[config.mk]
export PLATFORM = sky130hd
export DESIGN_NAME = dma4_ctrl
export DESIGN_NICKNAME = d
export VERILOG_FILES = /design/src/rtl/dma4_pkg.sv /design/src/rtl/dma4_regfile.sv /design/src/rtl/dma4_arb.sv /design/src/rtl/dma4_ctrl.sv
export SDC_FILE = /design/constraint.sdc
export NUM_CORES = 1
export LEC_CHECK = 0
export BUFFER_PORTS_ARGS = -buffer_cell sky130_fd_sc_hd__buf_2
export CAP_MARGIN = 20
export CORE_ASPECT_RATIO = 1.25
export CORE_UTILIZATION = 30
export DETAILED_ROUTE_END_ITERATION = 12
export PLACE_DENSITY = 0.49
export SLEW_MARGIN = 20
export SYNTH_ARGS = -nofsm -noshare
export SYNTH_HDL_FRONTEND = slang
export SYNTH_HIERARCHICAL = 1
export SYNTH_SLANG_ARGS = --single-unit
[constraint.sdc]
create_clock -name clk -period 3.8 [get_ports clk]
set_input_delay 0.76 -clock clk [delete_from_list [all_inputs] [get_ports clk]]
set_output_delay 0.76 -clock clk [all_outputs]
set_load 0.02 [all_outputs]
[src/rtl/dma4_pkg.sv]
package dma4_pkg;
  parameter int unsigned NCH    = 4;
  parameter int unsigned WORD_W = 16;
  localparam int unsigned CHW   = $clog2(NCH);

  typedef enum logic [1:0] {ST_IDLE, ST_REQ, ST_ADDR, ST_XFER} dma_state_t;

  // first pending channel at or after 'first', wrapping
  function automatic logic [CHW-1:0] pick_chan(input logic [NCH-1:0] req,
                                               input logic [CHW-1:0] first);
    logic [CHW-1:0] r;
    r = first;
    for (int i = NCH - 1; i >= 0; i--) begin
      if (req[CHW'((int'(first) + i) % NCH)]) r = CHW'((int'(first) + i) % NCH);
    end
    return r;
  endfunction

  function automatic logic [CHW-1:0] start_chan(input logic rot, input logic [CHW-1:0] last);
    return rot ? CHW'((int'(last) + 1) % NCH) : '0;
  endfunction

  function automatic logic [WORD_W-1:0] put_byte(input logic [WORD_W-1:0] v,
                                                 input logic hi, input logic [7:0] b);
    logic [WORD_W-1:0] r;
    r = v;
    if (hi) r[WORD_W-1:8] = b[WORD_W-9:0];
    else    r[7:0]        = b;
    return r;
  endfunction

  function automatic logic [7:0] get_byte(input logic [WORD_W-1:0] v, input logic hi);
    return hi ? 8'(v[WORD_W-1:8]) : v[7:0];
  endfunction
endpackage

[src/rtl/dma4_regfile.sv]
module dma4_regfile
  import dma4_pkg::*;
(
  input  logic              clk,
  input  logic              rst_n,
  input  logic              wr_stb,
  input  logic              rd_stb,
  input  logic [3:0]        sel,
  input  logic [7:0]        wdata,
  output logic [7:0]        rdata,
  input  logic [NCH-1:0]    req_vis,
  input  logic              upd,
  input  logic [CHW-1:0]    upd_ch,
  output logic [NCH-1:0]    ch_en,
  output logic [NCH-1:0]    dir_mr,
  output logic              rotate,
  output logic [WORD_W-1:0] cur_addr,
  output logic              cur_last
);
  localparam logic [3:0] SEL_MODE = 4'b1000;
  localparam logic [3:0] SEL_ROT  = 4'b1001;

  logic [WORD_W-1:0] addr_v [NCH];
  logic [WORD_W-1:0] cnt_v  [NCH];
  logic              ff_q, rot_q;
  logic [7:0]        mode_q;
  logic [NCH-1:0]    tcf_q;
  logic              chan_sel;

  assign chan_sel = !sel[3];

  for (genvar c = 0; c < NCH; c++) begin : g_ch
    logic [WORD_W-1:0] a_q, n_q;
    logic              hit, served;
    assign hit    = wr_stb && chan_sel && (sel[2:1] == CHW'(c));
    assign served = upd && (upd_ch == CHW'(c));
    always_ff @(posedge clk or negedge rst_n) begin
      if (!rst_n) begin
        a_q <= '0;
        n_q <= '0;
      end else if (served) begin
        a_q <= a_q + 1'b1;
        if (n_q != '0) n_q <= n_q - 1'b1;
      end else if (hit) begin
        if (!sel[0]) a_q <= put_byte(a_q, ff_q, wdata);
        else         n_q <= put_byte(n_q, ff_q, wdata);
      end
    end
    assign addr_v[c] = a_q;
    assign cnt_v[c]  = n_q;
  end

  always_ff @(posedge clk or negedge rst_n) begin
    if (!rst_n) begin
      ff_q   <= 1'b0;
      rot_q  <= 1'b0;
      mode_q <= '0;
      tcf_q  <= '0;
    end else begin
      if ((wr_stb || rd_stb) && chan_sel) ff_q <= !ff_q;
      if (wr_stb && sel == SEL_MODE) begin
        mode_q <= wdata;
        ff_q   <= 1'b0;
      end
      if (wr_stb && sel == SEL_ROT) rot_q <= wdata[0];
      if (rd_stb && sel == SEL_MODE) tcf_q <= '0;
      if (upd && cnt_v[upd_ch] == '0) begin
        tcf_q[upd_ch]  <= 1'b1;
        mode_q[upd_ch] <= 1'b0;
      end
    end
  end

  always_comb begin
    rdata = '0;
    if (chan_sel)
      rdata = get_byte(sel[0] ? cnt_v[sel[2:1]] : addr_v[sel[2:1]], ff_q);
    else if (sel == SEL_MODE)
      rdata = {req_vis, tcf_q};
    else if (sel == SEL_ROT)
      rdata = {7'b0, rot_q};
  end

  assign ch_en    = mode_q[NCH-1:0];
  assign dir_mr   = mode_q[7:4];
  assign rotate   = rot_q;
  assign cur_addr = addr_v[upd_ch];
  assign cur_last = (cnt_v[upd_ch] == '0);
endmodule

[src/rtl/dma4_arb.sv]
module dma4_arb
  import dma4_pkg::*;
(
  input  logic           clk,
  input  logic           rst_n,
  input  logic [NCH-1:0] req,
  input  logic           rotate,
  input  logic           take,
  output logic [CHW-1:0] pick,
  output logic           any
);
  logic [CHW-1:0] last_q;

  assign pick = pick_chan(req, start_chan(rotate, last_q));
  assign any  = |req;

  always_ff @(posedge clk or negedge rst_n) begin
    if (!rst_n)    last_q <= CHW'(NCH - 1);
    else if (take) last_q <= pick;
  end
endmodule

[src/rtl/dma4_ctrl.sv]
module dma4_ctrl
  import dma4_pkg::*;
(
  input  logic       clk,
  input  logic       rst_n,
  input  logic       cs,
  input  logic       cpu_rd,
  input  logic       cpu_wr,
  input  logic [3:0] addr_in,
  output logic [3:0] addr_out,
  output logic       addr_oe,
  output logic [3:0] addr_mid,
  input  logic [7:0] data_in,
  output logic [7:0] data_out,
  output logic       data_oe,
  input  logic [3:0] drq,
  output logic [3:0] dack,
  output logic       hrq,
  input  logic       hlda,
  output logic       aen,
  output logic       adstb,
  output logic       mem_rd,
  output logic       mem_wr,
  output logic       io_rd,
  output logic       io_wr,
  output logic       tc
);
  dma_state_t        state_q, state_d;
  logic [CHW-1:0]    ch_q, pick;
  logic [NCH-1:0]    ch_en, dir_mr, eligible;
  logic              rotate, any, take, upd, master, in_addr, in_xfer;
  logic              slave_wr, slave_rd, cur_last;
  logic [WORD_W-1:0] cur_addr;
  logic [7:0]        reg_rdata;

  assign in_addr  = (state_q == ST_ADDR);
  assign in_xfer  = (state_q == ST_XFER);
  assign master   = in_addr || in_xfer;
  assign slave_wr = cs && cpu_wr && !master;
  assign slave_rd = cs && cpu_rd && !master;
  assign eligible = drq & ch_en;
  assign take     = (state_q == ST_REQ) && hlda && any;
  assign upd      = in_xfer;

  dma4_regfile regs_i (
    .clk, .rst_n, .wr_stb(slave_wr), .rd_stb(slave_rd), .sel(addr_in),
    .wdata(data_in), .rdata(reg_rdata), .req_vis(drq), .upd, .upd_ch(ch_q),
    .ch_en, .dir_mr, .rotate, .cur_addr, .cur_last
  );

  dma4_arb arb_i (
    .clk, .rst_n, .req(eligible), .rotate, .take, .pick, .any
  );

  always_comb begin
    state_d = state_q;
    case (state_q)
      ST_IDLE: if (any) state_d = ST_REQ;
      ST_REQ:  if (!any) state_d = ST_IDLE;
               else if (hlda) state_d = ST_ADDR;
      ST_ADDR: state_d = ST_XFER;
      default: state_d = ST_IDLE;
    endcase
  end

  always_ff @(posedge clk or negedge rst_n) begin
    if (!rst_n) begin
      state_q <= ST_IDLE;
      ch_q    <= '0;
    end else begin
      state_q <= state_d;
      if (take) ch_q <= pick;
    end
  end

  assign hrq      = (state_q != ST_IDLE);
  assign aen      = master;
  assign adstb    = in_addr;
  assign addr_oe  = master;
  assign addr_out = master ? cur_addr[3:0] : 4'h0;
  assign addr_mid = master ? cur_addr[7:4] : 4'h0;
  assign data_out = in_addr ? cur_addr[WORD_W-1:8] : reg_rdata;
  assign data_oe  = in_addr || slave_rd;
  assign dack     = in_xfer ? (NCH'(1) << ch_q) : '0;
  assign mem_rd   = in_xfer && dir_mr[ch_q];
  assign io_wr    = in_xfer && dir_mr[ch_q];
  assign io_rd    = in_xfer && !dir_mr[ch_q];
  assign mem_wr   = in_xfer && !dir_mr[ch_q];
  assign tc       = in_xfer && cur_last;
endmodule

Word level (Yosys, flattened, before mapping)

Index checks and enable logic that the tools add are counted.

Add/sub/neg operators: 12
$lt $le $gt $ge: 9
Equal/unequal tests: 25
Shift-type cells: 1
Multiplexer cells: 74
Bitwise operators: 6
Reduce and logical (&&, ||, !) cells: 71

Operators with widths:

| cell                    | number |
|---|---|
| $mux W16                | 31 |
| $bmux W16 S2            | 4 |
| $add A16 B1 Y16 const B | 4 |
| $mux W8                 | 8 |
| $reduce_bool A16 Y1     | 4 |
| $sub A16 B1 Y16 const B | 4 |
| $reduce_and A4 Y1       | 8 |
| $reduce_bool A2 Y1      | 14 |
| $logic_and A1 B1 Y1     | 24 |
| $reduce_and A3 Y1       | 8 |
| $mux W4                 | 5 |
| $ne A2 B2 Y1 const B    | 9 |
| $logic_not A16 Y1       | 1 |
| $mux W2                 | 8 |
| $lt A2 B3 Y1 const B    | 5 |
| $eq A2 B2 Y1 const B    | 6 |
| $bmux W1 S2             | 5 |
| $mux W1                 | 10 |
| $and A8 B8 Y8           | 1 |
| $eq A4 B4 Y1 const B    | 2 |
| $ne A2 B1 Y1 const B    | 4 |
| $not A4 Y8              | 1 |
| $eq A2 B1 Y1 const B    | 3 |
| $ge A3 B3 Y1 const B    | 2 |
| 16 further kinds        | 27 |

Flip-flop bits (word level): 148
Input bits: 22
Output and inout port bits: 30
Logic and storage cells: 221

Longest topological paths before layout

Gate-level depths: netlist (run 1).

Depth in word-level cells: 9
Gate-level depth with buffers: 11
Gate-level depth less buffers: 8

By module

Netlist (run 1), hierarchy kept.

Modules (own cells, without submodules):

| module       | times used | cells an instance | area an instance (µm²) | sequential area each (µm²) |
|---|---|---|---|---|
| dma4_regfile | 1          | 1123              | 10149.7                | 3553.4 |
| dma4_ctrl    | 1          | 56                | 518.0                  | 100.1 |
| dma4_arb     | 1          | 54                | 416.6                  | 52.6 |

Worst setup path before layout (run 1)

No wires, ideal clock.

Path type: input-to-output
Start: input port addr_in[2]
End: output port data_out[7]
Data arrival time: 2.595 ns
Data required time: 3.040 ns
Setup slack: 0.445 ns
Stages on the path: 7
Path buffers: 3
Cells stage by stage: buf_4 -> buf_4 -> buf_2 -> mux4_2 -> mux2_2 -> a221o_1 -> mux2_4

Longest elaborated chain between the ends: 8
Elaborated cells between the ends (all ways): 13
Those cells by class: eq/ne: 1; mux: 11; bitwise: 1

RTL lines:

| what                                         | RTL line           | source |
|---|---|---|
| start, declared                              | dma4_ctrl.sv:9     | `input logic [3:0] addr_in,` |
| $not A2 Y3 (not written as such)             | dma4_regfile.sv:77 | `rdata = get_byte(sel[0] ? cnt_v[sel[2:1]] : addr_v[sel[2:1]], ff_q);` |
| $bmux W16 S2                                 | dma4_regfile.sv:77 |  |
| $mux W16 (not written as such) (2 in series) | dma4_regfile.sv:77 |  |
| $mux W16                                     | dma4_regfile.sv:77 |  |
| $mux W8                                      | dma4_pkg.sv:33     | `return hi ? 8'(v[WORD_W-1:8]) : v[7:0];` |
| $mux W8 *                                    | dma4_regfile.sv:76 | `if (chan_sel)` |
| named net reg_rdata[7]                       | dma4_ctrl.sv:34    | `logic [7:0] reg_rdata;` |
| $mux W8 *                                    | dma4_ctrl.sv:82    | `assign data_out = in_addr ? cur_addr[WORD_W-1:8] : reg_rdata;` |
| end, declared                                | dma4_ctrl.sv:14    | `output logic [7:0] data_out,` |

Mark *: on every way through the listed nets, which the timed path passes. The rest lies on a longest branch. The select of a mux whose other input is x is not followed.

Worst setup path after layout (run 1)

Start: register regs_i.g_ch[1].n_q[4]
End: output port tc

Longest elaborated chain between the ends: 5

RTL lines:

| what                                         | RTL line           | source |
|---|---|---|
| start, declared                              | dma4_regfile.sv:33 | `logic [WORD_W-1:0] a_q, n_q;` |
| start signal, assigned                       | dma4_regfile.sv:43 | `if (n_q != '0) n_q <= n_q - 1'b1;` |
| start signal, assigned                       | dma4_regfile.sv:46 | `else n_q <= put_byte(n_q, ff_q, wdata);` |
| $bmux W16 S2                                 | dma4_regfile.sv:88 | `assign cur_last = (cnt_v[upd_ch] == '0);` |
| $mux W16 (not written as such) (2 in series) | dma4_regfile.sv:88 |  |
| $logic_not A16 Y1                            | dma4_regfile.sv:88 |  |
| named net cur_last                           | dma4_ctrl.sv:32    | `logic slave_wr, slave_rd, cur_last;` |
| $logic_and A1 B1 Y1                          | dma4_ctrl.sv:89    | `assign tc = in_xfer && cur_last;` |
| end, declared                                | dma4_ctrl.sv:26    | `output logic tc` |

The timed path passes the listed nets, and every way through them passes these cells. The select of a mux whose other input is x is not followed.

==> results of run 1 <==
## registers in the layout, indices dropped and copies added, names as in the netlist
register         cells
regs_i/g_ch.n_q     64
regs_i/rotate        1
regs_i/ff_q          1
regs_i/mode_q        8
regs_i/g_ch.a_q     64
regs_i/tcf_q         4
ch_q                 2
arb_i/last_q         2
state_q              2
## critical path: stages (launching register included)
cell and delay, ps:
sky130_fd_sc_hd__dfrtp_1 480, sky130_fd_sc_hd__nor4_4 440, sky130_fd_sc_hd__nand4_1 340, sky130_fd_sc_hd__nor4_1 470, sky130_fd_sc_hd__a311oi_1 100, sky130_fd_sc_hd__a31oi_1 280, sky130_fd_sc_hd__and3_1 190, sky130_fd_sc_hd__buf_2 160
## metal layers
layer  vias to the layer above  routed length [µm]  global-route usage, %
met5                         -                  18                      0
met4                         2                1762                  11.11
met3                        86                2467                  2.987
met2                       444               21200                  39.03
met1                      5440               18530                  30.83
li1                       4822                   -                      -
## cell type report
type	count	area [µm²]	area share, %
clock buffers	17	425.4	3.393
clock inverters	15	229.0	1.826
multi-input cells	965	6843	54.57
flip-flops and latches	148	3706	29.56
repair buffers	97	619.3	4.939
inverters	31	116.4	0.9280
well taps	480	600.6	4.789
## synth_stat cells (22+ instances only)
cell type	number	area (µm²)
sky130_fd_sc_hd__a21oi_1	96	480.5
sky130_fd_sc_hd__a31oi_1	27	168.9
sky130_fd_sc_hd__and2_1	22	137.6
sky130_fd_sc_hd__clkbuf_1	51	191.4
sky130_fd_sc_hd__dfrtp_1	146	3654
sky130_fd_sc_hd__inv_1	30	112.6
sky130_fd_sc_hd__mux4_2	49	1104
sky130_fd_sc_hd__nand2_1	85	319.1
sky130_fd_sc_hd__nand3_1	43	215.2
sky130_fd_sc_hd__nor2_1	147	551.8
sky130_fd_sc_hd__nor3_1	47	235.2
sky130_fd_sc_hd__o21ai_0	45	225.2
sky130_fd_sc_hd__o21ai_1	28	140.1
sky130_fd_sc_hd__o22a_1	28	245.2
sky130_fd_sc_hd__o22ai_1	23	143.9
## how the worst max path moves through the flow
stage,to,slack [ps]
2_1_floorplan,data_out[7],440
3_3_place_gp,data_out[2],280
3_5_place_dp,data_out[3],240
4_1_cts,tc,150
5_1_grt,tc,40
6_report,tc,130
## cells by family (layout without fill, tap and decap cells)
family / after synthesis / after routing
simple gates: 472 / 472
compound gates: 393 / 393
flops: 148 / 148
buf+inv: 120 / 160
mux: 86 / 86
fa+ha+maj: 8 / 8
xor+xnor: 6 / 6
## per-stage QoR
stage | total power (µW) | worst slack, ps | cells
2_1_floorplan | 5613 | 444.9 | 1233
3_3_place_gp | 7000 | 281.9 | 1721
3_5_place_dp | 7030 | 240.9 | 1721
4_1_cts | 8976 | 146.2 | 1753
5_1_grt | 9477 | 42.50 | 1753
6_report | 9015 | 129.8 | 1753
## power by group
part	internal [µW]	switching [µW]	total, µW
logic	1680	1660	3350
registers	2250	1490	3740
clock network	1170	755	1930
==> summary.txt, run 1 <==
Final layout
  – Share of post-route cells with drive strength above 1: 18.38%
  – Final nets: 1,290
  – Number of fill cells in the layout: 3,781
  – Diodes inserted: 0
  – Most common library cell in the layout ignoring fill and taps: sky130_fd_sc_hd__nor2_1
  – Post-Route Utilization: 34.54%
  – Most frequent cells in the layout: 147 x sky130_fd_sc_hd__nor2_1, 146 x sky130_fd_sc_hd__dfrtp_1, 95 x sky130_fd_sc_hd__a21oi_1, 85 x sky130_fd_sc_hd__nand2_1, 50 x sky130_fd_sc_hd__buf_2
  – Final design instance area without fill: 12,540 µm²
  – Synth-to-Final Area Change: 13.13%

Flow run
  – Max-cap violations: 0

Critical path
  – CP required: 3040 ps
  – Category of the worst setup path launch point: register
  – Kind of capture point of the worst setup path: output port
  – R2R cell count: 8
  – First element of the critical path: regs_i/g_ch[1].n_q[4]
  – Worst r2r dst: regs_i/g_ch[3].a_q[7]
  – Crit Path Category: reg2out
  – Reg2reg start: state_q[1]
  – Slack of the worst reg-to-reg path: 670 ps
  – Worst Path Max Fanout: 5
  – Data arrival at the endpoint of the critical path: 2910 ps

Floorplan
  – Standard-cell row count: 78
  – I/O pin total: 52
  – Core ar.: 36,300 µm²
  – Area enclosed by the die boundary: 37,730 µm²
  – Initial Util: 30.53%
  – Die boundary height: 216.9 µm
  – Width of the die: 173.9 µm

Route
  – Routed via count divided by cell count: 6.157
  – Via count: 10.79k
  – DRC errors left: 0
  – Final WL: 43,980 µm
  – Final routed wire length divided by cell count: 25.09 µm
  – Post-detailed-route count of antenna-violating nets: 0
  – Number of iterations in the first detailed-routing pass: 8
  – Violation count after the first detailed-route iteration: 1,265

STA
  – Final-report setup violation count: 0
  – Min Hold Slack: 303.2 ps
  – RSZ-0062 raised after global routing: false
  – Worst relative slew slack: 32.91%
  – Final setup TNS: 0 ps
  – Time the final worst path needs with I/O delays and setup: 3670 ps
  – Final period util: 96.59%
  – Pin slew with the least headroom to its limit: 1003 ps
  – Clock tree skew after final layout: 12.64 ps
  – Highest attainable clock frequency: 272.5 MHz
  – Max Transition Viols Final: 0
  – Final number of hold-violating endpoints: 0

Synth
  – Number of synthesized flops with an enable pin: 0
  – Seq/Total Area, Yosys: 33.43%
  – Combinational family with the most area after synthesis: compound AO/OA/AOI/OAI gates
  – Total nets after synthesis: 1,263
  – Mux cell area share after synthesis: 13.83%
  – Syn Area/Cell: 8.990 µm²
  – Distinct cell type count after synthesis: 93
  – Simple-Gate Fraction of Synth Area: 22.07%
  – #FFs+latches synth: 148
  – Area share of fa/ha/maj cells after synthesis: 0.9030%
  – Post-synthesis compound-gate area fraction: 24.30%
  – Async set or reset register ratio after synthesis: 100.0%
  – Commonest register cell after synthesis: sky130_fd_sc_hd__dfrtp_1
  – Xor and xnor area share after synthesis: 0.4741%
  – Cell area after synthesis: 11,080 µm²
  – Yosys synthesis warning count: 6
  – Number of cells produced by synthesis: 1,233

Placement
  – Weighted congestion at the end of routability-driven global placement: 0.9343
  – Total cell area at the placement stage: 11,870 µm²
  – Number of I/O port buffers: 51
  – HPWL after detailed placement: 32,280 µm

Power and ir drop
  – Worst voltage drop across the vdd grid: 321.9 µV
  – Areal power density over the cells: 718.9 nW/µm²
  – Static leakage power: 0.004837 µW

Clock tree
  – Number of clock buffers inserted by TritonCTS: 17
  – TritonCTS clock tree: built
  – Clk Latency, worst-skew pair: 450 ps
  – Buffer count from post-CTS setup fixing: 0
  – # resized after CTS: 0
  – Clock-pin slew of the registers on the worst-case setup and hold paths: 70 ps
  – H-Tree Depth: 4
  – CTS root buffer: sky130_fd_sc_hd__clkbuf_16
  – Clock Path Buffers: 2
  – Num Clock Sinks: 148
  – Number of buffers inserted by hold repair at cts: 0

Global routing
  – Total overflow reported by the global router: 0
  – Total global routing track utilization: 23.69%
  – Number of global-route vias before repair: 10.42k
  – Initial antenna violation count: 1
  – Largest net degree at the start of global routing: 66
  – Wire length of the first global-routing pass: 67,140 µm

Status
  – Run status: completed

Hold path
  – Hold WC Path Type: in2async
Note: power is estimated with default switching activity, not from simulation.
==> run 2, diff against run 1 <==
--- a/config.mk
+++ b/config.mk
@@ -6,12 +6,11 @@
 export NUM_CORES = 1
 export LEC_CHECK = 0
 export BUFFER_PORTS_ARGS = -buffer_cell sky130_fd_sc_hd__buf_2
-export CAP_MARGIN = 20
+export CAP_MARGIN = 10
 export CORE_ASPECT_RATIO = 1.25
 export CORE_UTILIZATION = 30
 export DETAILED_ROUTE_END_ITERATION = 12
-export PLACE_DENSITY = 0.49
-export SLEW_MARGIN = 20
+export PLACE_DENSITY_LB_ADDON = 0.15
 export SYNTH_ARGS = -nofsm -noshare
 export SYNTH_HDL_FRONTEND = slang
 export SYNTH_HIERARCHICAL = 1
==> run 2 against run 1 <==
Effect of this change:
- design area shrank 0.54%
- die area is the same
- critical path depth grew 1
==> summary.txt, run 2 (synthesis results as in run 1) <==
Critical path
  – Crit Path Category: in2out (was reg2out)
  – Category of the worst setup path launch point: input pin (was register)
  – Kind of capture point of the worst setup path: output port (unchanged)
  – Data arrival at the endpoint of the critical path: 2880 ps (was 2910 ps)
  – CP required: 3040 ps (about the same)
  – Slack of the worst reg-to-reg path: 810 ps (was 670 ps)
  – Worst Path Max Fanout: 13 (was 5)

Power and ir drop
  – Internal Dissipation: 4860 µW (was 5103 µW)
  – Combinational group share of total power: 38.4% (was 37.1%)
  – Share of power burned in the clock network: 18.8% (was 21.4%)
  – Switching component of the power: 3906 µW (was 3911 µW)
  – Reg power frac: 42.8% (was 41.5%)
  – Proportion of total power due to net switching: 44.56% (was 43.39%)
  – Static leakage power: 0.004785 µW (was 0.004837 µW)
  – Worst voltage drop across the vdd grid: 355.8 µV (was 321.9 µV)
  – Areal power density over the cells: 702.8 nW/µm² (was 718.9 nW/µm²)

Clock tree
  – Clock Path Buffers: 2 (unchanged)
  – TritonCTS clock tree: built (unchanged)
  – Num Clock Sinks: 148 (unchanged)
  – H-Tree Depth: 4 (unchanged)
  – Buffer count from post-CTS setup fixing: 0 (unchanged)
  – Number of clock buffers inserted by TritonCTS: 17 (unchanged)
  – Clock-pin slew of the registers on the worst-case setup and hold paths: 60 ps (was 70 ps)
  – CTS root buffer: sky130_fd_sc_hd__clkbuf_16 (unchanged)
  – Number of buffers inserted by hold repair at cts: 0 (unchanged)
  – Clk Latency, worst-skew pair: 460 ps (was 450 ps)

Route
  – Post-detailed-route count of antenna-violating nets: 0 (unchanged)
  – Final WL: 44,820 µm (was 43,980 µm)
  – Number of iterations in the first detailed-routing pass: 5 (was 8)
  – Violation count after the first detailed-route iteration: 1,046 (was 1,265)
  – Final routed wire length divided by cell count: 25.58 µm (was 25.09 µm)
  – Via count: 10.78k (was 10.79k)
  – Routed via count divided by cell count: 6.155 (was 6.157)
  – DRC errors left: 0 (unchanged)

Global routing
  – Wire length of the first global-routing pass: 68,080 µm (was 67,140 µm)
  – Total overflow reported by the global router: 0 (unchanged)
  – Total global routing track utilization: 24.20% (was 23.69%)
  – Largest net degree at the start of global routing: 80 (was 66)
  – Initial antenna violation count: 1 (unchanged)
  – Number of global-route vias before repair: 10.40k (was 10.42k)

STA
  – Final period util: 95.70% (was 96.59%)
  – Worst relative slew slack: 26.32% (was 32.91%)
  – Final-report setup violation count: 0 (unchanged)
  – Max Transition Viols Final: 0 (unchanged)
  – Time the final worst path needs with I/O delays and setup: 3637 ps (was 3670 ps)
  – Clock tree skew after final layout: 8.266 ps (was 12.64 ps)
  – RSZ-0062 raised after global routing: false (unchanged)
  – Final number of hold-violating endpoints: 0 (unchanged)
  – Highest attainable clock frequency: 275.0 MHz (was 272.5 MHz)
  – Final setup TNS: 0 ps (unchanged)
  – Pin slew with the least headroom to its limit: 1105 ps (was 1003 ps)

Final layout
  – Leading registers by flop count: regs_i/g_ch.a_q: 64 flops, regs_i/g_ch.n_q: 64 flops, regs_i/mode_q: 8 flops (unchanged)
  – Most frequent cells in the layout: 147 x sky130_fd_sc_hd__nor2_1, 146 x sky130_fd_sc_hd__dfrtp_1, 96 x sky130_fd_sc_hd__a21oi_1, 85 x sky130_fd_sc_hd__nand2_1, 50 x sky130_fd_sc_hd__buf_2 (was 147 x sky130_fd_sc_hd__nor2_1, 146 x sky130_fd_sc_hd__dfrtp_1, 95 x sky130_fd_sc_hd__a21oi_1, 85 x sky130_fd_sc_hd__nand2_1, 50 x sky130_fd_sc_hd__buf_2)
  – Diodes inserted: 0 (unchanged)
  – Share of post-route cells with drive strength above 1: 18.16% (was 18.38%)
  – Most common library cell in the layout ignoring fill and taps: sky130_fd_sc_hd__nor2_1 (unchanged)
  – Final nets: 1,289 (was 1,290)
  – Final std cells w/o fill: 1,752 (was 1,753)
  – Synth-to-Final Area Change: 12.52% (was 13.13%)

Placement
  – Number of placed cells counting well taps: 1,720 (was 1,721)
  – Weighted congestion at the end of routability-driven global placement: 0.9436 (was 0.9343)
  – Number of I/O port buffers: 51 (unchanged)
  – HPWL after detailed placement: 32,790 µm (was 32,280 µm)

Flow run
  – Max-cap violations: 0 (unchanged)

Floorplan
  – Die boundary height: 216.9 µm (unchanged)
  – Width of the die: 173.9 µm (unchanged)
  – Core ar.: 36,300 µm² (unchanged)
  – Area enclosed by the die boundary: 37,730 µm² (unchanged)
  – Initial Util: 30.53% (unchanged)
  – Standard-cell row count: 78 (unchanged)
  – I/O pin total: 52 (unchanged)

Status
  – Run status: completed (unchanged)

Hold path
  – Hold WC Path Type: in2async (unchanged)
run 2: changes by cell type in the layout (fill, tap and decap cells not counted), sizes merged:
cell / before / now
clkinvlp: 1 / 6
bufinv: 5 / 1
clkbuf: 17 / 20
clkinv: 7 / 4
buf: 97 / 96
inv: 33 / 32
run 2: worst max-delay path, cell delays in order:
cell and delay, ps:
sky130_fd_sc_hd__buf_2 250, sky130_fd_sc_hd__buf_4 310, sky130_fd_sc_hd__buf_4 180, sky130_fd_sc_hd__mux4_2 510, sky130_fd_sc_hd__mux2i_1 170, sky130_fd_sc_hd__o211ai_1 190
sky130_fd_sc_hd__mux2_4 330, sky130_fd_sc_hd__buf_2 160
run 2: what timing repair did:
| action | in CTS | in global routing |
|---|---|---|
| endpoints found under the hold margin | 0 | 0 |
| resized for setup | 0 | 2 |
| setup endpoints to repair | 0 | 1 |
run 2: final cells by class:
type | instances | area (µm²)
sequential | 148 | 3706
clock buffer | 20 | 446.7
multi-input combinational | 965 | 6845
clock inverter | 12 | 107.6
fill | 3740 | 23830
inverter | 31 | 116.4
timing repair buffer | 96 | 649.4
tap | 480 | 600.6
run 2: path summary, 6_finish.rpt:
path | from | end | cells past startpoint
min in group clk | regs_i/tcf_q[0] | regs_i/tcf_q[0] | 2
worst min-delay path | rst_n | regs_i/g_ch[3].n_q[5] | 1
worst max register to register | state_q[0] | regs_i/g_ch[1].n_q[8] | 8
worst max-delay path | addr_in[2] | data_out[0] | 8
worst min register to register | regs_i/tcf_q[0] | regs_i/tcf_q[0] | 2
max in group asynchronous | rst_n | regs_i/g_ch[1].a_q[10] | 2
run 2: per-stage QoR:
stage	area, µm²	utilization (%)	setup WS [ps]	power (µW)	hold slack (ps)
floorplan	11080	-	444.9	5613	447.2
finish	12470	34.35	163.4	8766	345.7
global route	12470	34.35	15.89	9212	417.2
global placement	11900	32.79	172.5	7039	472.5
CTS	12460	34.31	56.45	8723	389.9
detailed placement	11900	32.79	155.3	7047	470.2
run 2: routing by layer:
layer / part of all wire [%] / global-route usage (%) / wire length [µm]
met1: 42 / 31.18 / 18650
met2: 48 / 39.65 / 21340
met3: 7.0 / 3.843 / 3127
met5: 0 / 0 / 0
met4: 3.8 / 11.29 / 1702
run 2: power groups by stage:
stage / clock [µW] / sequential [µW] / combinational, µW
finish: 1650 / 3750 / 3370
global route: 1740 / 3810 / 3650
CTS: 1690 / 3670 / 3360
detailed placement: 0 / 3690 / 3350
global placement: 0 / 3730 / 3310
floorplan: 0 / 2940 / 2670
